==> src/rtl/fic_pkg.sv <==
package fic_pkg;
  localparam int DATA_W = 8;

  localparam logic [7:0] ADDR_TOP  = 8'h10;
  localparam logic [7:0] ADDR_INT  = 8'h11;
  localparam logic [7:0] ADDR_VND  = 8'h12;
  localparam logic [7:0] ADDR_CTRL = 8'h20;
  localparam logic [7:0] ADDR_PIN  = 8'h21;

  localparam int B_SUMMARY = 7;
  localparam int B_EMPD    = 6;
  localparam int B_ENSHORT = 2;
  localparam int B_PINFLT  = 0;
  localparam int B_CRC     = 5;
  localparam int B_LDO     = 3;
  localparam int B_THERM   = 2;

  localparam logic [DATA_W-1:0] TOP_STORED = 8'b0100_0101;
  localparam logic [DATA_W-1:0] INT_STORED = 8'b0010_1100;
  localparam logic [DATA_W-1:0] VND_STORED = 8'hFF;
endpackage

==> src/rtl/fic_w1c_reg.sv <==
module fic_w1c_reg #(
  parameter int WIDTH = 8,
  parameter logic [WIDTH-1:0] STORED = '1
) (
  input  logic             clk,
  input  logic             rst,
  input  logic [WIDTH-1:0] set_i,
  input  logic [WIDTH-1:0] clr_i,
  output logic [WIDTH-1:0] q
);
  for (genvar b = 0; b < WIDTH; b++) begin : g_bit
    if (STORED[b]) begin : g_flop
      always_ff @(posedge clk) begin
        if (rst) q[b] <= 1'b0;
        else if (set_i[b]) q[b] <= 1'b1;
        else if (clr_i[b]) q[b] <= 1'b0;
      end
    end else begin : g_tie
      assign q[b] = 1'b0;
    end
  end

  // a set request always wins
  a_r8_set_wins: assert property (@(posedge clk) disable iff (rst)
    !rst |=> ((q & $past(set_i & STORED)) == $past(set_i & STORED)));

  // a set bit stays set unless cleared
  a_r7_hold_set: assert property (@(posedge clk) disable iff (rst)
    !rst |=> (($past(q) & ~$past(clr_i) & ~q) == '0));

  // a clear bit rises only on a set request
  a_r7_no_spurious: assert property (@(posedge clk) disable iff (rst)
    !rst |=> ((~$past(q) & ~$past(set_i) & q) == '0));
endmodule

==> src/rtl/fic_bus_port.sv <==
module fic_bus_port
  import fic_pkg::*;
#(
  parameter int ADDR_W = 8
) (
  input  logic              clk,
  input  logic              rst,
  input  logic [ADDR_W-1:0] addr,
  input  logic              wr_en,
  input  logic [DATA_W-1:0] wr_data,
  input  logic [DATA_W-1:0] top_view,
  input  logic [DATA_W-1:0] int_view,
  input  logic [DATA_W-1:0] vnd_view,
  input  logic              pin_level,
  output logic [DATA_W-1:0] top_clr,
  output logic [DATA_W-1:0] int_clr,
  output logic [DATA_W-1:0] vnd_clr,
  output logic              force_q,
  output logic [DATA_W-1:0] rd_data
);
  logic sel_top, sel_int, sel_vnd, sel_ctrl, sel_pin;

  assign sel_top  = (addr == ADDR_W'(ADDR_TOP));
  assign sel_int  = (addr == ADDR_W'(ADDR_INT));
  assign sel_vnd  = (addr == ADDR_W'(ADDR_VND));
  assign sel_ctrl = (addr == ADDR_W'(ADDR_CTRL));
  assign sel_pin  = (addr == ADDR_W'(ADDR_PIN));

  assign top_clr = (wr_en && sel_top) ? wr_data : '0;
  assign int_clr = (wr_en && sel_int) ? wr_data : '0;
  assign vnd_clr = (wr_en && sel_vnd) ? wr_data : '0;

  always_ff @(posedge clk) begin
    if (rst) force_q <= 1'b0;
    else if (wr_en && sel_ctrl) force_q <= wr_data[0];
  end

  logic [DATA_W-1:0] rd_next;
  always_comb begin
    rd_next = '0;
    if (sel_top)  rd_next = top_view;
    if (sel_int)  rd_next = int_view;
    if (sel_vnd)  rd_next = vnd_view;
    if (sel_ctrl) rd_next = {{(DATA_W-1){1'b0}}, force_q};
    if (sel_pin)  rd_next = {{(DATA_W-1){1'b0}}, pin_level};
  end

  always_ff @(posedge clk) begin
    if (rst) rd_data <= '0;
    else rd_data <= rd_next;
  end

  // the force bit changes only through a control write
  a_r2_force_write_only: assert property (@(posedge clk) disable iff (rst)
    !(wr_en && sel_ctrl) |=> $stable(force_q));
endmodule

==> src/rtl/fic_irq_drv.sv <==
module fic_irq_drv (
  input  logic clk,
  input  logic rst,
  input  logic pending,
  input  logic force_i,
  output logic irq_n
);
  always_ff @(posedge clk) begin
    if (rst) irq_n <= 1'b1;
    else irq_n <= ~(pending | force_i);
  end
endmodule

==> src/rtl/fault_irq_ctrl.sv <==
module fault_irq_ctrl
  import fic_pkg::*;
#(
  parameter int ADDR_W = 8
) (
  input  logic              clk,
  input  logic              rst,
  input  logic [ADDR_W-1:0] addr,
  input  logic              wr_en,
  input  logic [DATA_W-1:0] wr_data,
  output logic [DATA_W-1:0] rd_data,
  input  logic              evt_emerg_pd,
  input  logic              evt_crc_fault,
  input  logic              flt_en_short,
  input  logic              flt_pin_short,
  input  logic              flt_ldo,
  input  logic              flt_thermal,
  input  logic [DATA_W-1:0] evt_vendor,
  input  logic [DATA_W-1:0] vendor_en,
  output logic              irq_n
);
  logic [DATA_W-1:0] top_q, int_q, vnd_q;
  logic [DATA_W-1:0] top_set, int_set, vnd_set;
  logic [DATA_W-1:0] top_clr, int_clr, vnd_clr;
  logic [DATA_W-1:0] top_view, int_view, vnd_view;
  logic              force_q;

  always_comb begin
    top_set = '0;
    top_set[B_EMPD]    = evt_emerg_pd;
    top_set[B_ENSHORT] = flt_en_short;
    top_set[B_PINFLT]  = flt_pin_short;
    int_set = '0;
    int_set[B_CRC]   = evt_crc_fault;
    int_set[B_LDO]   = flt_ldo;
    int_set[B_THERM] = flt_thermal;
  end
  assign vnd_set = evt_vendor & vendor_en;

  fic_w1c_reg #(.WIDTH(DATA_W), .STORED(TOP_STORED)) u_top (
    .clk(clk), .rst(rst), .set_i(top_set), .clr_i(top_clr), .q(top_q));
  fic_w1c_reg #(.WIDTH(DATA_W), .STORED(INT_STORED)) u_int (
    .clk(clk), .rst(rst), .set_i(int_set), .clr_i(int_clr), .q(int_q));
  fic_w1c_reg #(.WIDTH(DATA_W), .STORED(VND_STORED)) u_vnd (
    .clk(clk), .rst(rst), .set_i(vnd_set), .clr_i(vnd_clr), .q(vnd_q));

  always_comb begin
    vnd_view = vnd_q;
    int_view = int_q;
    int_view[B_SUMMARY] = |vnd_view;
    top_view = top_q;
    top_view[B_SUMMARY] = |int_view;
  end

  fic_bus_port #(.ADDR_W(ADDR_W)) u_bus (
    .clk(clk), .rst(rst), .addr(addr), .wr_en(wr_en), .wr_data(wr_data),
    .top_view(top_view), .int_view(int_view), .vnd_view(vnd_view),
    .pin_level(irq_n), .top_clr(top_clr), .int_clr(int_clr),
    .vnd_clr(vnd_clr), .force_q(force_q), .rd_data(rd_data));

  fic_irq_drv u_irq (
    .clk(clk), .rst(rst), .pending(|top_view), .force_i(force_q),
    .irq_n(irq_n));

  // pending status drives the line low next cycle
  a_r9_irq_low: assert property (@(posedge clk) disable iff (rst)
    (vnd_q != '0 || int_q != '0 || top_q != '0) |=> !irq_n);

  // no cause means the line is released next cycle
  a_r9_irq_high: assert property (@(posedge clk) disable iff (rst)
    (vnd_q == '0 && int_q == '0 && top_q == '0 && !force_q) |=> irq_n);

  // a masked vendor fault never raises its flag
  a_r5_vendor_masked: assert property (@(posedge clk) disable iff (rst)
    ((~vendor_en & ~vnd_q) != '0) |=> ((~$past(vendor_en) & ~$past(vnd_q) & vnd_q) == '0));

  // an active condition keeps its flag set
  a_r4_level_sticky: assert property (@(posedge clk) disable iff (rst)
    flt_ldo |=> int_q[B_LDO]);
endmodule

==> config.mk <==
export PLATFORM = sky130hd
export DESIGN_NAME = fault_irq_ctrl
export DESIGN_NICKNAME = d
export VERILOG_FILES = /design/src/rtl/fic_pkg.sv /design/src/rtl/fic_w1c_reg.sv /design/src/rtl/fic_bus_port.sv /design/src/rtl/fic_irq_drv.sv /design/src/rtl/fault_irq_ctrl.sv
export SDC_FILE = /design/constraint.sdc
export NUM_CORES = 1
export LEC_CHECK = 0
export BUFFER_PORTS_ARGS = -buffer_cell sky130_fd_sc_hd__buf_2
export CORE_MARGIN = 10
export CORE_UTILIZATION = 45
export DETAILED_ROUTE_END_ITERATION = 10
export PLACE_DENSITY = 0.87
export REMOVE_ABC_BUFFERS = 1
export SYNTH_ARGS = -nofsm -noshare
export SYNTH_HDL_FRONTEND = slang
export SYNTH_SLANG_ARGS = --single-unit
==> constraint.sdc <==
create_clock -name clk -period 2.3 [get_ports clk]
set_input_delay 0.46 -clock clk [delete_from_list [all_inputs] [get_ports clk]]
set_output_delay 0.46 -clock clk [all_outputs]
set_load 0.02 [all_outputs]
==> impl_metrics.csv <==
group,metric,value,unit
run_status,outcome,"completed",
worst_setup_path,worstReg2RegEnd,"u_bus.rd_data[7]$_SDFF_PP0_",
clock_tree,clock_path_buffers,2,
worst_setup_path,start_kind,"primary input",
pwr,p_leak,0.6026,nW
logic_synthesis,synth_area,1066,sq um
sta,period_share,73.00,%
cells_and_area,synthToLayoutAreaGrowth,25.94,%
grt,grt_antenna_before_repair,0,
detailed_routing,dr.pass1.iters,4,
worst_setup_path,critPathMaxFanout,8,
clock_tree,cts_buffers,3,
sta,fmax,595.6,MHz
worst_setup_path,cp_data_arrival_time,1.86,ns
pwr,ir_drop,0.3819,mV
floorplanning,die_h,68.67,um
logic_synthesis,ys_async_sr_fraction,0,%
pwr,powerDensity,541.6,nW/um^2
sta,rsz0062_at_grt,"no",
clock_tree,clockRootBuffer,"clkbuf_4",
clock_tree,cts_tree,"done",
logic_synthesis,synth.distinct_cells,34,
floorplanning,core,2233,sq um
detailed_routing,drtIter0Drc,30,
logic_synthesis,ys_ff_latch,24,
floorplanning,row_count,17,
sta,slew-limit-headroom,66.96,%
worst_setup_path,worst-setup-path-type,"primary input to flip-flop",
placement,gp_congestion,0.8720,
sta,clock_skew,0.005307,ns
logic_synthesis,yosysSeqAreaShare,45.07,%
min_path,hold_class,"primary input to flip-flop",
logic_synthesis,ys_warn_count,0,
clock_tree,post_cts_buffers,0,
worst_setup_path,ff2ff_setup_slack,1.00,ns
sta,finalSetupTns,0,ns
sta,tightest_slew,0.4942,ns
floorplanning,dieArea,4716,sq um
detailed_routing,via_count,1088,
clock_tree,insertion_delay,0.30,ns
logic_synthesis,syn_inst,124,
cells_and_area,diodes,0,
clock_tree,htree_num_levels,1,
clock_tree,cts_resized,0,
cells_and_area,nets,214,
clock_tree,cts.sinks,24,
grt,grt_max_degree,20,
sta,whs,0.3706,ns
detailed_routing,drc_errors,0,
worst_setup_path,r2r-start,"u_vnd.q[4]$_SDFFE_PP0P_",
sta,min_period,1.679,ns
grt,overflow,0,
clock_tree,clk_pin_slew,0.12,ns
floorplanning,pin_count,50,
logic_synthesis,dominantRegCellSynth,"dfxtp_1",
placement,port_buffers,49,
detailed_routing,drtAntennaViolNets,0,
grt,grt_usage,12.58,%
grt,grt_pass1_wl,4.733,mm
grt,first_global_vias,1125,
logic_synthesis,synth_edf_count,0,
detailed_routing,wl_per_cell,15.23,um
min_path,hold_path_depth,3,
floorplanning,start_util,47.73,%
sta,slew_violations,0,
worst_setup_path,reg2reg_depth,4,
clock_tree,hold_buffers,0,
job,maxCapViolations,0,
detailed_routing,drt-vias-per-instance,5.467,
worst_setup_path,required,2.48,ns
worst_setup_path,end_kind,"flip-flop",
detailed_routing,routed_wl,3.031,mm
logic_synthesis,syn_avg_cell_area,8.597,sq um
sta,setup_violations,0,
min_path,min_to,"u_top.q[0]$_SDFFE_PP0P_",
min_path,min_from,"flt_pin_short",
cells_and_area,layout-drive-gt1-share,35.67,%
sta,finalHoldViolCount,0,
placement,dp_hpwl,2.404,mm
floorplanning,die-width,68.67,um
synthesized netlist by cell type (2+ instances only):
master    count  area share [%]
a21oi_1      11             5.2
inv_1         5             1.8
nor2_1       12             4.2
and3_1        2             1.2
mux2i_1       3             2.8
nand2_1      13             4.6
clkbuf_1      4             1.4
nand3_1       4             1.9
nor4_1        5             2.9
a22oi_1       3             2.1
a211oi_1      3             2.1
o21ai_0      12             5.6
dfxtp_1      24              45
nor3_1        2            0.94
or3_1         2             1.2
metal layers:
| layer | vias up | track usage, % | wire (um) |
|---|---|---|---|
| li1 | 538 | - | - |
| met1 | 502 | 14.01 | 1227 |
| met2 | 44 | 20.97 | 1506 |
| met3 | 4 | 4.348 | 267 |
| met4 | 0 | 6.030 | 29 |
| met5 | - | 0 | 0 |
state kept, by name (all words and copies together), names as in the netlist:
register	count
u_bus.force_q	1
u_vnd.q	8
u_irq.irq_n	1
u_bus.rd_data	8
u_int.q	3
u_top.q	3
layout by cell type (no fill, tap or decap), types with 2 or more instances in the layout:
cell type,n
nor3_1,2
a21oi_1,11
a211oi_1,3
a22oi_1,3
nand3_1,4
clkbuf_4,3
mux2i_1,3
or3_1,2
and3_1,2
inv_1,5
o21ai_0,12
nor4_1,5
nand2_1,13
dfxtp_1,24
nor2_1,12
buf_2,49
worst max-delay path: stages:
cell	delay, ns
buf_2	0.10
or4_4	0.59
or3_1	0.43
o21ai_0	0.20
a21oi_1	0.09
logic make-up after synthesis:
group,synth area share [%]
DFF,45.07
AOI/OAI and AO/OA,20.54
and+or+nand+nor,27.35
muxes,2.817
buffers and inverters,4.225
cell type report:
type                       count  area, sq um
sequential                    24        480.5
tap                           28        35.03
clock buffer                   3        22.52
inverter                       5        18.77
fill                         216        890.9
multi-input combinational     90        540.5
timing repair buffer          49        245.2
how the worst max path moves through the flow:
stage                 start                       to  slack, ns
floorplan           addr[7]  u_top.q[0]$_SDFFE_PP0P_       0.53
global placement    addr[7]  u_vnd.q[2]$_SDFFE_PP0P_       0.32
detailed placement  addr[7]  u_vnd.q[3]$_SDFFE_PP0P_       0.31
CTS                 addr[7]  u_vnd.q[3]$_SDFFE_PP0P_       0.63
global route        addr[7]  u_vnd.q[2]$_SDFFE_PP0P_       0.53
finish              addr[7]  u_vnd.q[3]$_SDFFE_PP0P_       0.62
power breakdown:
part	internal (mW)	leakage (nW)	total (mW)	switching [mW]
logic	0.0490	0.391	0.104	0.0546
registers	0.434	0.198	0.450	0.0154
clock network	0.0610	0.0138	0.174	0.113
total	0.544	0.603	0.727	0.183
through the flow:
| step | util (%) | instances | power (mW) | area (sq um) | worst slack, ns |
|---|---|---|---|---|---|
| 2_1_floorplan | - | 119 | 0.4991 | 1040 | 0.5300 |
| 3_3_place_gp | 59.10 | 196 | 0.5540 | 1320 | 0.3244 |
| 3_5_place_dp | 59.10 | 196 | 0.5594 | 1320 | 0.3129 |
| 4_1_cts | 60.11 | 199 | 0.7299 | 1343 | 0.6347 |
| 5_1_grt | 60.11 | 199 | 0.7621 | 1343 | 0.5293 |
| 6_report | 60.11 | 199 | 0.7271 | 1343 | 0.6210 |
(Power assumes the default switching activity.)
